**src/rtl/sclk_hold_ctrl.sv**
```systemverilog
module sclk_hold_ctrl #(
  parameter int SYNC_PERIODS   = 4,
  parameter int PDN_PERIODS    = 20,
  parameter int LOW_PULSE      = 3,
  parameter int SETTLE_PERIODS = 5
) (
  input  logic clk,
  input  logic rst_n,
  input  logic period_tick,
  input  logic sclk_sync,
  output logic mod_reset,
  output logic power_down,
  output logic pin_force,
  output logic pin_level,
  output logic settled
);
  localparam int CW = $clog2(PDN_PERIODS + 1);
  localparam int PW = $clog2(LOW_PULSE + 1);
  localparam int SW = $clog2(SETTLE_PERIODS + 1);
  localparam logic [CW-1:0] SYNC_AT = CW'(SYNC_PERIODS);
  localparam logic [CW-1:0] OFF_AT  = CW'(PDN_PERIODS);
  localparam logic [PW-1:0] PULSE_LEN = PW'(LOW_PULSE);
  localparam logic [SW-1:0] SETTLE_AT = SW'(SETTLE_PERIODS);

  typedef enum logic [1:0] {ST_RUN, ST_HOLD, ST_OFF} st_t;

  st_t           st;
  logic [CW-1:0] hold_cnt;
  logic [PW-1:0] low_cnt;
  logic [SW-1:0] settle_cnt;
  logic          sclk_q;

  wire fall      = sclk_q & ~sclk_sync;
  wire high_tick = period_tick & sclk_sync;
  wire [CW-1:0] cnt_inc = (hold_cnt == OFF_AT) ? hold_cnt : hold_cnt + 1'b1;

  always_ff @(posedge clk or negedge rst_n) begin
    if (!rst_n) begin
      st         <= ST_RUN;
      hold_cnt   <= '0;
      low_cnt    <= '0;
      settle_cnt <= '0;
      sclk_q     <= 1'b0;
    end else begin
      sclk_q <= sclk_sync;
      case (st)
        ST_RUN: begin
          if (fall)             hold_cnt <= '0;
          else if (period_tick) hold_cnt <= sclk_sync ? cnt_inc : '0;
          if (!fall && high_tick && cnt_inc == SYNC_AT) begin
            st         <= ST_HOLD;
            low_cnt    <= PULSE_LEN;
            settle_cnt <= '0;
          end else if (period_tick && settle_cnt != SETTLE_AT) begin
            settle_cnt <= settle_cnt + 1'b1;
          end
        end
        ST_HOLD: begin
          if (fall) begin
            st         <= ST_RUN;
            hold_cnt   <= '0;
            low_cnt    <= '0;
            settle_cnt <= '0;
          end else begin
            if (low_cnt != '0) low_cnt <= low_cnt - 1'b1;
            if (high_tick) begin
              hold_cnt <= cnt_inc;
              if (cnt_inc == OFF_AT) st <= ST_OFF;
            end
          end
        end
        default: begin
          if (fall) begin
            st         <= ST_RUN;
            hold_cnt   <= '0;
            low_cnt    <= '0;
            settle_cnt <= '0;
          end
        end
      endcase
    end
  end

  assign mod_reset  = (st != ST_RUN);
  assign power_down = (st == ST_OFF);
  assign pin_force  = (st != ST_RUN);
  assign pin_level  = (low_cnt == '0);
  assign settled    = (st == ST_RUN) && (settle_cnt == SETTLE_AT);
endmodule

```
**config.mk**
```make
export PLATFORM = sky130hd
export DESIGN_NAME = sclk_hold_ctrl
export DESIGN_NICKNAME = d
export VERILOG_FILES = /design/src/rtl/sclk_hold_ctrl.sv
export SDC_FILE = /design/constraint.sdc
export NUM_CORES = 1
export LEC_CHECK = 0
export BUFFER_PORTS_ARGS = -buffer_cell sky130_fd_sc_hd__clkbuf_2
export CORE_UTILIZATION = 55
export DETAILED_ROUTE_END_ITERATION = 10
export PLACE_DENSITY_LB_ADDON = 0.2
export SYNTH_ARGS = -nofsm -noshare
export SYNTH_HDL_FRONTEND = slang
export SYNTH_SLANG_ARGS = --single-unit
```
**constraint.sdc**
```tcl
create_clock -name clk -period 2.77 [get_ports clk]
set_input_delay 0.1385 -clock clk [delete_from_list [all_inputs] [get_ports clk]]
set_output_delay 0.1385 -clock clk [all_outputs]
set_load 0.01 [all_outputs]
```
==> impl_metrics.py <==
metrics = {
    "status": {
        "status": "finished clean",
    },
    "cells_and_area": {
        "diodes": 0,
        "finalNonFillerCells": 116,
        "utilization_pct": 66.9,
        "fin_nets": 111,
        "syn_to_final_growth_pct": 9.19,
        "drive_gt1_share_pct": 13.9,
    },
    "sta": {
        "finalSetupViolCount": 0,
        "period_needed_ns": 2.30,
        "timing.fmax_mhz": 434,
        "slew_headroom_pct": 68.4,
        "skew_ns": 0.000763,
        "setup_tns_ns": 0,
        "finalMaxSlewViolations": 0,
        "period_share_pct": 83.1,
        "hold_viol": 0,
        "rsz0062_at_grt": "no",
        "worst_slew_pin_slew_ns": 0.472,
    },
    "floorplanning": {
        "die_width_um": 40.5,
        "rows": 13,
        "die_y_um": 40.5,
        "initial_utilization_pct": 61.3,
        "coreArea_um2": 1330,
        "dieArea_um2": 1640,
        "pin_count": 9,
    },
    "yosys": {
        "synth_area_leaders": "dfrtp_1, ha_1, a21oi_1",
        "synth_cells": 92,
        "synth_fp_nets": 101,
        "synthesis.area_um2": 817,
        "synth_top_flop_cell": "dfrtp_1",
        "yosysTopAreaCell": "dfrtp_1",
        "post_synth.cell_area_avg_um2": 8.88,
        "yosysMostFrequentCell": "dfrtp_1",
        "synth_common_cells": "dfrtp_1, a21oi_1, nand2_1, nor2_1, inv_1",
        "synth_top_area_share_pct": 39.8,
        "ys_async_sr_fraction_pct": 100,
        "synth_edf_count": 0,
        "ys_seq_elements": 13,
        "seq_area_frac_synth_pct": 39.8,
        "ys_types": 31,
        "synth_warnings": 0,
    },
    "grt": {
        "overflow": 0,
        "track_usage_pct": 22.8,
        "grt_pass1_wl_um": 2350,
        "grt_max_degree": 14,
        "grt_pass1_vias": 558,
        "antenna_found_initial": 0,
    },
    "job": {
        "cap_violations": 0,
    },
    "routing": {
        "drt_iter0_drc": 16,
        "wl_per_cell_um": 13.5,
        "dr.pass1.iters": 4,
        "remaining_drc_errors": 0,
        "routed_wl_um": 1570,
        "ant_nets": 0,
        "viasPerCell": 5.86,
        "num_vias": 680,
    },
    "placed_design": {
        "dpl.cell_count": 111,
        "gp_congestion": 0.887,
        "io_buffers": 8,
        "place_hpwl_um": 1120,
    },
    "clocking": {
        "cts_resized": 0,
        "cts-htree-levels": 1,
        "clock-sinks": 13,
        "clock_latency_ns": 0.28,
        "cts_tree": "built",
        "root_buffer": "clkbuf_4",
        "path_clk_slew_ns": 0.08,
        "cts_buffers": 3,
        "clockBufferDepth": 2,
    },
    "power_and_ir_drop": {
        "peakVddDrop_uv": 294,
        "leakagePower_uw": 0.000425,
        "power.total_uw": 554,
        "power.density_nw_per_um2": 620,
    },
    "setup_path": {
        "critPathMaxFanout": 6,
        "worstPathRequired_ns": 2.93,
        "worst_setup_path_end_kind": "flip-flop",
        "worstSetupPathType": "flip-flop to flip-flop",
        "cp.arrival_ns": 2.46,
        "crit_path_start_kind": "flip-flop",
    },
    "hold_path": {
        "hold_path.class": "input port to flip-flop",
    },
}
-- flip-flops by register name (all words and copies together) (netlist names) --
name,flops
hold_cnt,5
low_cnt,2
sclk_q,1
settle_cnt,3
st,2
-- cells in the final DEF (no fill, tap or decap), types with 2 or more instances in the layout --
cell type  Yosys  routed
o21ai_0        5       5
nor2b_1        3       3
and2_1         3       3
clkbuf_4       0       3
nand3_1        4       4
dfrtp_1       13      13
nand2b_1       2       2
nand2_1        8       8
nor4_1         2       2
ha_1           5       5
clkbuf_2       0       8
or4b_1         2       2
mux2i_1        3       3
a22o_1         2       2
inv_1          7       7
nor2_1         8       8
a21oi_1        8       8
-- per-layer routing --
layer | GRT usage, % | vias to the layer above | wire, µm
met5 | 0 | - | 0
met4 | 10.8 | 0 | 27
met3 | 5.00 | 5 | 58
met2 | 36.5 | 14 | 710
met1 | 28.9 | 320 | 769
li1 | - | 341 | -
-- worst max-delay path: stages, from the launching register on --
cell	delay [ns]
dfrtp_1	0.42
ha_1	0.26
and2_1	0.19
a211o_1	0.28
or4b_1	0.66
a31oi_2	0.25
o22ai_1	0.12
-- path summary, 6_finish.rpt --
check	startpoint	to	slack (ns)	cells after the start
worst max-delay path	hold_cnt[0]$_DFFE_PN0P_	settle_cnt[1]$_DFFE_PN0P_	0.47	6
worst min-delay path	sclk_sync	sclk_q$_DFF_PN0_	0.04	1
worst max register to register	hold_cnt[0]$_DFFE_PN0P_	settle_cnt[1]$_DFFE_PN0P_	0.47	6
worst min register to register	settle_cnt[0]$_DFFE_PN0P_	settle_cnt[0]$_DFFE_PN0P_	0.52	1
max in group asynchronous	rst_n	st[0]$_DFFE_PN0P_	2.23	2
min in group asynchronous	rst_n	hold_cnt[3]$_DFFE_PN0P_	0.29	2
-- power breakdown --
part | switching (µW) | internal (µW) | total [µW] | leakage [µW]
combinational | 98.3 | 76.8 | 175 | 0.000245
clock | 64.3 | 55.9 | 120 | 0.0000150
sequential | 29.7 | 228 | 258 | 0.000165
-- cell type report --
| type | count | area [µm²] |
|---|---|---|
| clock buffer | 4 | 26.3 |
| fill | 108 | 442 |
| inverter | 7 | 26.3 |
| multi-input combinational | 68 | 445 |
| sequential | 13 | 325 |
| tap | 15 | 18.8 |
| timing repair buffer | 9 | 50.0 |
-- cell families after synthesis --
kind of cell / count (synthesis) / synth area share (%)
AOI/OAI and AO/OA: 23 / 17.8
DFF: 13 / 39.8
buffers and inverters: 11 / 5.67
muxes: 4 / 5.05
and+or+nand+nor: 34 / 21.9
adders and majority gates: 5 / 7.66
xor gates and xnor gates: 2 / 2.14
-- what timing repair did --
item / 4_1_cts / 5_1_grt
setup buffers: 0 / 0
hold buffers: 1 / 0
hold endpoints to repair: 13 / 0
-- per-stage QoR --
step	worst slack (ns)	hold slack [ns]	cell area (µm²)
global placement	0.549	0.0509	856
CTS	0.474	0.0506	892
floorplan	0.663	-0.157	817
detailed placement	0.488	0.0531	856
global route	0.361	0.0551	892
finish	0.467	0.0429	892
No activity file was read; power rests on OpenSTA's default activity.
